==> src/rtl/acc_alu_pkg.sv <==
package acc_alu_pkg;

  typedef enum logic [3:0] {
    OP_ADD  = 4'd0,
    OP_ADDC = 4'd1,
    OP_SUBB = 4'd2,
    OP_AND  = 4'd3,
    OP_OR   = 4'd4,
    OP_XOR  = 4'd5,
    OP_RL   = 4'd6,
    OP_RR   = 4'd7,
    OP_RLC  = 4'd8,
    OP_RRC  = 4'd9,
    OP_CLR  = 4'd10,
    OP_CPL  = 4'd11
  } alu_op_e;

  // status byte bit positions
  localparam int unsigned ST_CY  = 7;
  localparam int unsigned ST_AC  = 6;
  localparam int unsigned ST_F0  = 5;
  localparam int unsigned ST_RS1 = 4;
  localparam int unsigned ST_RS0 = 3;
  localparam int unsigned ST_OV  = 2;
  localparam int unsigned ST_P   = 0;
  localparam int unsigned ST_W   = 8;

endpackage

==> src/rtl/acc_alu_arith.sv <==
module acc_alu_arith #(
  parameter int unsigned DATA_W = 8
) (
  input  logic [DATA_W-1:0] a,
  input  logic [DATA_W-1:0] b,
  input  logic              cin,
  input  logic              sub,
  output logic [DATA_W-1:0] res,
  output logic              cy,
  output logic              ac,
  output logic              ov
);
  localparam int unsigned HALF = DATA_W / 2;

  logic [DATA_W-1:0] bx;
  logic              cx;
  logic [HALF:0]     lo_sum;
  logic [HALF:0]     hi_sum;

  // subtraction as a + ~b + ~borrow; carries invert into borrows
  always_comb begin
    bx     = sub ? ~b : b;
    cx     = sub ? ~cin : cin;
    lo_sum = {1'b0, a[HALF-1:0]} + {1'b0, bx[HALF-1:0]} + {{HALF{1'b0}}, cx};
    hi_sum = {1'b0, a[DATA_W-1:HALF]} + {1'b0, bx[DATA_W-1:HALF]}
           + {{HALF{1'b0}}, lo_sum[HALF]};
    res    = {hi_sum[HALF-1:0], lo_sum[HALF-1:0]};
    cy     = hi_sum[HALF] ^ sub;
    ac     = lo_sum[HALF] ^ sub;
    ov     = (a[DATA_W-1] == bx[DATA_W-1]) && (res[DATA_W-1] != a[DATA_W-1]);
  end

endmodule

==> src/rtl/acc_alu_logic.sv <==
module acc_alu_logic
  import acc_alu_pkg::*;
#(
  parameter int unsigned DATA_W = 8
) (
  input  logic [3:0]        op,
  input  logic [DATA_W-1:0] a,
  input  logic [DATA_W-1:0] b,
  input  logic              cin,
  output logic [DATA_W-1:0] res,
  output logic              cy_new,
  output logic              cy_upd
);

  always_comb begin
    res    = a;
    cy_new = cin;
    cy_upd = 1'b0;
    case (op)
      OP_AND:  res = a & b;
      OP_OR:   res = a | b;
      OP_XOR:  res = a ^ b;
      OP_RL:   res = {a[DATA_W-2:0], a[DATA_W-1]};
      OP_RR:   res = {a[0], a[DATA_W-1:1]};
      OP_RLC: begin
        res    = {a[DATA_W-2:0], cin};
        cy_new = a[DATA_W-1];
        cy_upd = 1'b1;
      end
      OP_RRC: begin
        res    = {cin, a[DATA_W-1:1]};
        cy_new = a[0];
        cy_upd = 1'b1;
      end
      OP_CLR:  res = '0;
      OP_CPL:  res = ~a;
      default: res = a;
    endcase
  end

endmodule

==> src/rtl/acc_alu_status.sv <==
module acc_alu_status
  import acc_alu_pkg::*;
#(
  parameter int unsigned DATA_W     = 8,
  parameter int unsigned BANK_SHIFT = 3
) (
  input  logic                    clk,
  input  logic                    rst,
  input  logic                    wr_en,
  input  logic [ST_W-1:0]         wr_data,
  input  logic                    upd_arith,
  input  logic                    upd_cy,
  input  logic                    cy_in,
  input  logic                    ac_in,
  input  logic                    ov_in,
  input  logic [DATA_W-1:0]       acc,
  output logic                    cy_q,
  output logic [ST_W-1:0]         status,
  output logic [BANK_SHIFT+1:0]   bank_base
);
  logic [ST_W-1:1] st_q;

  always_ff @(posedge clk) begin
    if (rst) begin
      st_q <= '0;
    end else if (wr_en) begin
      st_q <= wr_data[ST_W-1:1];
    end else if (upd_arith) begin
      st_q[ST_CY] <= cy_in;
      st_q[ST_AC] <= ac_in;
      st_q[ST_OV] <= ov_in;
    end else if (upd_cy) begin
      st_q[ST_CY] <= cy_in;
    end
  end

  always_comb begin
    cy_q      = st_q[ST_CY];
    status    = {st_q, ^acc};
    bank_base = {st_q[ST_RS1], st_q[ST_RS0], {BANK_SHIFT{1'b0}}};
  end

endmodule

==> src/rtl/acc_alu_core.sv <==
module acc_alu_core
  import acc_alu_pkg::*;
#(
  parameter int unsigned DATA_W     = 8,
  parameter int unsigned BANK_SHIFT = 3,
  localparam int unsigned BASE_W    = BANK_SHIFT + 2
) (
  input  logic              clk,
  input  logic              rst,
  input  logic              op_valid,
  output logic              op_ready,
  input  logic [3:0]        op_code,
  input  logic [DATA_W-1:0] operand,
  input  logic              psw_wr_en,
  input  logic [ST_W-1:0]   psw_wr_data,
  output logic [DATA_W-1:0] acc_out,
  output logic [ST_W-1:0]   psw_out,
  output logic [BASE_W-1:0] bank_base
);
  logic [DATA_W-1:0] acc_q;
  logic              fire;
  logic              is_arith;
  logic              is_sub;
  logic              carry_q;
  logic              arith_cin;
  logic [DATA_W-1:0] arith_res;
  logic              arith_cy;
  logic              arith_ac;
  logic              arith_ov;
  logic [DATA_W-1:0] logic_res;
  logic              logic_cy;
  logic              logic_cy_upd;
  logic              cy_sel;

  always_comb begin
    op_ready  = ~rst;
    fire      = op_valid & op_ready;
    is_arith  = (op_code == OP_ADD) || (op_code == OP_ADDC) || (op_code == OP_SUBB);
    is_sub    = (op_code == OP_SUBB);
    arith_cin = (op_code != OP_ADD) & carry_q;
    cy_sel    = is_arith ? arith_cy : logic_cy;
  end

  acc_alu_arith #(.DATA_W(DATA_W)) u_arith (
    .a   (acc_q),
    .b   (operand),
    .cin (arith_cin),
    .sub (is_sub),
    .res (arith_res),
    .cy  (arith_cy),
    .ac  (arith_ac),
    .ov  (arith_ov)
  );

  acc_alu_logic #(.DATA_W(DATA_W)) u_logic (
    .op     (op_code),
    .a      (acc_q),
    .b      (operand),
    .cin    (carry_q),
    .res    (logic_res),
    .cy_new (logic_cy),
    .cy_upd (logic_cy_upd)
  );

  always_ff @(posedge clk) begin
    if (rst) begin
      acc_q <= '0;
    end else if (fire) begin
      acc_q <= is_arith ? arith_res : logic_res;
    end
  end

  acc_alu_status #(.DATA_W(DATA_W), .BANK_SHIFT(BANK_SHIFT)) u_status (
    .clk       (clk),
    .rst       (rst),
    .wr_en     (psw_wr_en),
    .wr_data   (psw_wr_data),
    .upd_arith (fire & is_arith),
    .upd_cy    (fire & logic_cy_upd),
    .cy_in     (cy_sel),
    .ac_in     (arith_ac),
    .ov_in     (arith_ov),
    .acc       (acc_q),
    .cy_q      (carry_q),
    .status    (psw_out),
    .bank_base (bank_base)
  );

  assign acc_out = acc_q;

endmodule

==> config.mk <==
export PLATFORM = sky130hd
export DESIGN_NAME = acc_alu_core
export DESIGN_NICKNAME = d
export VERILOG_FILES = /design/src/rtl/acc_alu_pkg.sv /design/src/rtl/acc_alu_arith.sv /design/src/rtl/acc_alu_logic.sv /design/src/rtl/acc_alu_status.sv /design/src/rtl/acc_alu_core.sv
export SDC_FILE = /design/constraint.sdc
export NUM_CORES = 1
export LEC_CHECK = 0
export ABC_AREA = 1
export BUFFER_PORTS_ARGS = -buffer_cell sky130_fd_sc_hd__buf_2
export CAP_MARGIN = 5
export CORE_UTILIZATION = 25
export CTS_BUF_LIST = sky130_fd_sc_hd__clkbuf_4
export CTS_CLUSTER_DIAMETER = 50
export CTS_CLUSTER_SIZE = 16
export DETAILED_ROUTE_END_ITERATION = 8
export PLACE_DENSITY = 0.42
export SLEW_MARGIN = 25
export SYNTH_ARGS = -nofsm -noshare
export SYNTH_HDL_FRONTEND = slang
export SYNTH_SLANG_ARGS = --single-unit
export TNS_END_PERCENT = 20
==> constraint.sdc <==
create_clock -name clk -period 4.18 [get_ports clk]
set_input_delay 0.418 -clock clk [delete_from_list [all_inputs] [get_ports clk]]
set_output_delay 0.418 -clock clk [all_outputs]
set_load 0.005 [all_outputs]
* Yosys cells after proc, flatten, opt, wreduce, memory -nomap -nowiden
Index checks and enable logic that the tools add are counted.
** Operators by class
- $add $sub $neg :: 4
- Multiply operators :: 0
- Div/mod/pow operators :: 0
- Magnitude comparators :: 0
- Equal/unequal tests :: 13
- Shift operators :: 0
- Muxes and demuxes :: 13
- Bitwise logic cells :: 13
- Reduce and logical (&&, ||, !) cells :: 11
** Operators with widths (number)
- 8-bit one-hot mux with 9 select lines :: 1
- 4-bit by 3-bit == test with 1-bit output (second input constant) :: 4
- 4-bit == test (second input constant) :: 4
- 8-bit two-way mux :: 2
- 8-bit NOT :: 2
- 4-bit by 4-bit adder with 5-bit output :: 2
- 5-bit by 1-bit adder with 5-bit output :: 2
- 10-bit nonzero test :: 1
- 8-bit bitwise AND :: 1
- 4-bit by 2-bit == test with 1-bit output (second input constant) :: 2
- 1-bit two-way mux :: 8
- 8-bit OR :: 1
- 8-bit parity :: 1
- 8-bit XOR :: 1
- 1-bit bitwise AND :: 4
- 4-bit by 1-bit == test with 1-bit output (second input constant) :: 1
- 4-bit zero test :: 1
- 4-bit nonzero test :: 1
- 3-bit nonzero test :: 1
- 1-bit logical OR :: 2
- 2-bit two-way mux :: 1
- 1-bit NOT :: 2
- 1-bit one-hot mux with 2 select lines :: 1
- 2-bit AND reduction :: 1
- 6 further kinds :: 7
** Storage, ports and cells
- Register bits after elaboration :: 15
- Latch bits :: 0
- Memory bits (writable) :: 0
- Bits in read-only memories :: 0
- Input port bits :: 24
- Output and inout port bits :: 22
- Logic and storage cells :: 58
- Memories kept :: 0

* Depth between registers and ports, before layout
- Depth after elaboration :: 11
- Gate-level depth with buffers :: 21
- Depth with buffers taken out :: 21

* Modules after synthesis
From an unflattened synthesis, not the netlist that was laid out.
** Second synthesis, totals
- Cells, all modules :: 438
- Area, all modules :: 2514.9 um^2
** Modules (own cells, without submodules)
- acc_alu_logic :: times used 1, cells an instance 197, area an instance 1036.0 um^2, sequential area each 0.0 um^2
- acc_alu_status :: times used 1, cells an instance 97, area an instance 553.0 um^2, sequential area each 140.1 um^2
- acc_alu_arith :: times used 1, cells an instance 67, area an instance 462.9 um^2, sequential area each 0.0 um^2
- acc_alu_core :: times used 1, cells an instance 77, area an instance 462.9 um^2, sequential area each 160.2 um^2

* Least setup slack after synthesis
OpenSTA, ideal clock, no wires.
- Kind :: input port to flip-flop
- From :: input port op_code[1]
- To :: register u_status.st_q[7] in the netlist's numbering
- Setup time :: 116 ps
- Data arrival time :: 3352 ps
- Data required time :: 4064 ps
- Setup slack :: 712 ps
- Stages :: 20
- Path buffers :: 0
- Path through :: inv_1 nor2_2 nand2_2 xor2_1 fa_1 fa_1 inv_1 nand3_1 nand2_1 inv_1 fa_1 fa_1 inv_1 nand3_1 nand2_1 nand2_1 nand3_1 nand3_1 nand2_1 a21oi_1
** On the way
- Cells in the longest elaborated chain, start to end :: 11
** RTL lines
- start: declaration :: RTL line acc_alu_core.sv:12 : input logic [3:0] op_code,
- branches (longest 11 deep; another with 4-bit by 4-bit adder with 5-bit output)
- end signal: assignment :: RTL line acc_alu_status.sv:27 : st_q <= wr_data[ST_W-1:1];
- end signal: indexed assignment :: RTL line acc_alu_status.sv:29 : st_q[ST_CY] <= cy_in;
- end signal: indexed assignment :: RTL line acc_alu_status.sv:33 : st_q[ST_CY] <= cy_in;
- end: declaration :: RTL line acc_alu_status.sv:21 : logic [ST_W-1:1] st_q;
Several ways; the timed one is not identified. The select of a mux whose other input is x is not followed.
A chain may end at the register's enable or synchronous reset.

* Final worst setup path
Same ends and word-level chain as after synthesis.

==> results.rst <==
.. list-table::
   :header-rows: 1

   * - Metric
     - Value
   * - Diode insertion count for antenna repair
     - 0
   * - Critical path endpoint category
     - flop
   * - Worst slack, placed
     - 0.346 ns
   * - Initial DRC Count
     - 108
   * - Number of buffers inserted by post-CTS setup repair
     - 0
   * - Wire length of the first global-routing pass
     - 10700 µm
   * - Number of setup violations in the final report
     - 0
   * - Effective utilization at floorplan
     - 25.8%
   * - Initial antenna violation count
     - 0
   * - Number of max-capacitance violations reported
     - 0
   * - Setup Skew
     - between 0.003 and 0.004 ns
   * - Num rows
     - 33
   * - RSZ-0062 raised after global routing
     - false
   * - Most common library cell in the layout ignoring fill and taps
     - sky130_fd_sc_hd__nand2_1
   * - Vias in the first global route
     - about 2000
   * - Highest attainable clock frequency
     - 286 MHz
   * - Summed negative setup slack over all endpoints
     - 0 ns
   * - Synthesis Warnings
     - 0
   * - Worst Path Arrival
     - ~3.7 ns
   * - Final layout net count
     - ~440
   * - Weighted congestion at the end of routability-driven global placement
     - ~0.75
   * - Sinks on Clock Net
     - 15
   * - Number of gates given a new drive strength after cts
     - 0
   * - Max VDD drop
     - about 0.11 mV
   * - Die area
     - 8860 µm²
   * - Clock root buffer master
     - sky130_fd_sc_hd__clkbuf_4
   * - Syn_area_per_cell
     - approximately 6.0 µm²
   * - Multi-input gate area in the final layout
     - 1530 µm²
   * - Final Hold Violating Endpoints
     - 0
   * - Clock transition at path regs
     - roughly 0.11 ns
   * - Clk Latency, worst-skew pair
     - slightly above 0.3 ns
   * - Worst Setup Slack, final
     - 0.681 ns
   * - Cells on Worst Hold Path
     - 3
   * - Ratio of cells with drive above 1 in the final layout
     - ~16%
   * - Worst slack on hold paths
     - roughly 0.33 ns
   * - H-tree Lvls
     - 1
   * - #FFs+latches synth
     - 15
   * - Die boundary width
     - between 90 and 100 µm
   * - Number of filler cells placed in the layout
     - 961
   * - GR Util All Layers
     - 15.9%
   * - Number of unique standard cell types used by synthesis
     - 27
   * - Lkg Pwr
     - between 1 and 1.5 nW
   * - Leading cell types in the layout, fill and taps excluded
     - sky130_fd_sc_hd__nand2_1, sky130_fd_sc_hd__inv_1, sky130_fd_sc_hd__nand3_1, sky130_fd_sc_hd__buf_2, sky130_fd_sc_hd__nor2_1
   * - I/O pin count
     - 46
   * - Total number of vias
     - about 2300
   * - Category of the critical setup timing path
     - primary input to flop
   * - Number of DRC violations after detailed routing
     - 0
   * - Largest net degree at the start of global routing
     - 28
   * - Placeable core region
     - between 8000 and 9000 µm²
   * - Number of buffers on the longest clock path
     - 2
   * - Count of final max-slew check failures
     - 0
   * - Cts-stage hold buffer count
     - 0
   * - Total power divided by cell area
     - around 190 nW/µm²
   * - Sequential-to-total area share from yosys stat
     - between 10 and 15%
   * - Final cycle utilization of the critical path
     - about 84%
   * - Number of nets with antenna violations after routing
     - 0
   * - Routed len/inst
     - roughly 13 µm
   * - Critical path launch point type
     - primary input
   * - Number of instances in the synthesized netlist
     - about 350
   * - Overall power
     - between 0.4 and 0.5 mW
   * - Layout Utilization
     - 29.6%
   * - Height of the die
     - approximately 94 µm
   * - Post-route minimum period
     - about 3.5 ns
   * - Required time worst endpoint
     - between 4 and 5 ns
   * - CTS tree
     - yes
   * - Worst min-delay path class
     - primary input to flop
   * - HPWL after detailed placement
     - 5050 µm
   * - First-pass DRT Iterations
     - 4
   * - Total standard cell area after synthesis
     - ~2100 µm²
   * - Remaining Overflow, GRT
     - 0
   * - Post-detailed-route via-to-cell ratio
     - between 4 and 5
   * - Transition at the pin with the smallest max-transition slack
     - between 0.9 and 1 ns
   * - Synthesis-to-layout area growth
     - 14.7%
   * - Depth of the worst register-to-register path
     - 17
   * - Worst slew margin relative to its limit
     - 35.7%
   * - Result of the run
     - finished clean
   * - Crit Path Max Fanout
     - 6
   * - Number of I/O port buffers
     - 41
   * - Register area
     - 300 µm²
   * - Inserted Clock Buffers
     - 3
   * - Drt total wl
     - 6650 µm
-- layer usage --
layer  wire length [µm]  share of wire [%]  up-vias  global-route usage (%)
met4                 87                1.3        0                    3.59
met3                224                3.4        9                    1.38
li1                   -                  -     1178                       -
met1               3420                 51     1015                    22.6
met5                  0                  0        -                       0
met2               2920                 44       50                    25.7
-- registers in the layout (all words and copies together) (netlist names) --
register / cells
acc_out: 8
u_status.st_q: 7
-- report_power, final --
part | switching, mW | internal [mW] | leakage, nW
Combinational | 0.121 | 0.0787 | 1.20
Clock | 0.0616 | 0.0358 | 0.0177
Sequential | 0.0172 | 0.153 | 0.124
Total | 0.200 | 0.267 | 1.34
-- cell families after synthesis --
group / Yosys count / synth area share, %
AND/OR/NAND/NOR: 192 / 39.9
buffers and inverters: 70 / 14.2
AO/OA/AOI/OAI: 35 / 8.67
adder cells (fa/ha/maj): 26 / 16.7
XOR/XNOR: 15 / 6.19
flip-flops: 15 / 14.2
other: 1 / 0.177
-- cell type report --
type,instances,share of cell area [%]
multi-input combinational,271,62.8
sequential,15,12.3
timing repair buffer,44,9.36
inverter,58,8.95
tap,105,5.40
clock buffer,3,0.925
clock inverter,1,0.206
-- synth_stat cells --
cell type / count / area, µm²
sky130_fd_sc_hd__nand2_1: 96 / 360
sky130_fd_sc_hd__inv_1: 55 / 206
sky130_fd_sc_hd__nand3_1: 47 / 235
sky130_fd_sc_hd__nor2_1: 30 / 113
sky130_fd_sc_hd__ha_1: 22 / 275
sky130_fd_sc_hd__a21oi_1: 17 / 85.1
sky130_fd_sc_hd__dfxtp_1: 15 / 300
sky130_fd_sc_hd__o21ai_0: 12 / 60.1
sky130_fd_sc_hd__xor2_1: 9 / 78.8
sky130_fd_sc_hd__buf_4: 8 / 60.1
sky130_fd_sc_hd__xnor2_1: 6 / 52.6
sky130_fd_sc_hd__nand3b_1: 5 / 37.5
sky130_fd_sc_hd__a31oi_1: 4 / 25.0
sky130_fd_sc_hd__fa_1: 4 / 80.1
sky130_fd_sc_hd__clkbuf_1: 3 / 11.3
sky130_fd_sc_hd__nand2_2: 3 / 18.8
sky130_fd_sc_hd__nor2_2: 3 / 18.8
sky130_fd_sc_hd__nor2_4: 3 / 33.8
sky130_fd_sc_hd__or2_2: 3 / 18.8
sky130_fd_sc_hd__inv_2: 2 / 7.51
sky130_fd_sc_hd__a21oi_2: 1 / 8.76
sky130_fd_sc_hd__buf_6: 1 / 11.3
sky130_fd_sc_hd__clkinv_1: 1 / 3.75
sky130_fd_sc_hd__conb_1: 1 / 3.75
sky130_fd_sc_hd__nand4_1: 1 / 6.26
sky130_fd_sc_hd__nor3_1: 1 / 5.00
sky130_fd_sc_hd__o21ai_1: 1 / 5.00
-- final timing paths --
path / start / end / slack [ns]
worst max-delay path: op_code[1] / u_status.st_q[7]$_SDFFE_PP0P_ / 0.68
worst min-delay path: psw_wr_data[3] / u_status.st_q[3]$_SDFFE_PP0P_ / 0.33
worst max register to register: u_status.st_q[7]$_SDFFE_PP0P_ / u_status.st_q[7]$_SDFFE_PP0P_ / 0.90
worst min register to register: u_status.st_q[2]$_SDFFE_PP0P_ / u_status.st_q[2]$_SDFFE_PP0P_ / 0.49
-- per-stage QoR --
stage / cell area, µm² / std cells
after floorplan: 2130 / 356
after global placement: 2410 / 493
after detailed placement: 2410 / 493
after CTS: 2430 / 497
after global routing: 2430 / 497
final: 2430 / 497
-- critical path: stages --
cell and delay [ns]:
sky130_fd_sc_hd__buf_2 0.12, sky130_fd_sc_hd__inv_1 0.09, sky130_fd_sc_hd__nor2_2 0.12, sky130_fd_sc_hd__nand2_2 0.15, sky130_fd_sc_hd__inv_1 0.13, sky130_fd_sc_hd__o21ai_0 0.11, sky130_fd_sc_hd__fa_1 0.44, sky130_fd_sc_hd__fa_1 0.39
sky130_fd_sc_hd__inv_1 0.09, sky130_fd_sc_hd__nand3_1 0.07, sky130_fd_sc_hd__nand2_1 0.12, sky130_fd_sc_hd__inv_1 0.09, sky130_fd_sc_hd__fa_1 0.43, sky130_fd_sc_hd__fa_1 0.37, sky130_fd_sc_hd__inv_1 0.09, sky130_fd_sc_hd__nand3_1 0.11
sky130_fd_sc_hd__nand2_1 0.09, sky130_fd_sc_hd__nand2_1 0.05, sky130_fd_sc_hd__nand3_1 0.06, sky130_fd_sc_hd__nand3_1 0.07, sky130_fd_sc_hd__nand2_1 0.06, sky130_fd_sc_hd__a21oi_1 0.05
(Power assumes the default switching activity.)
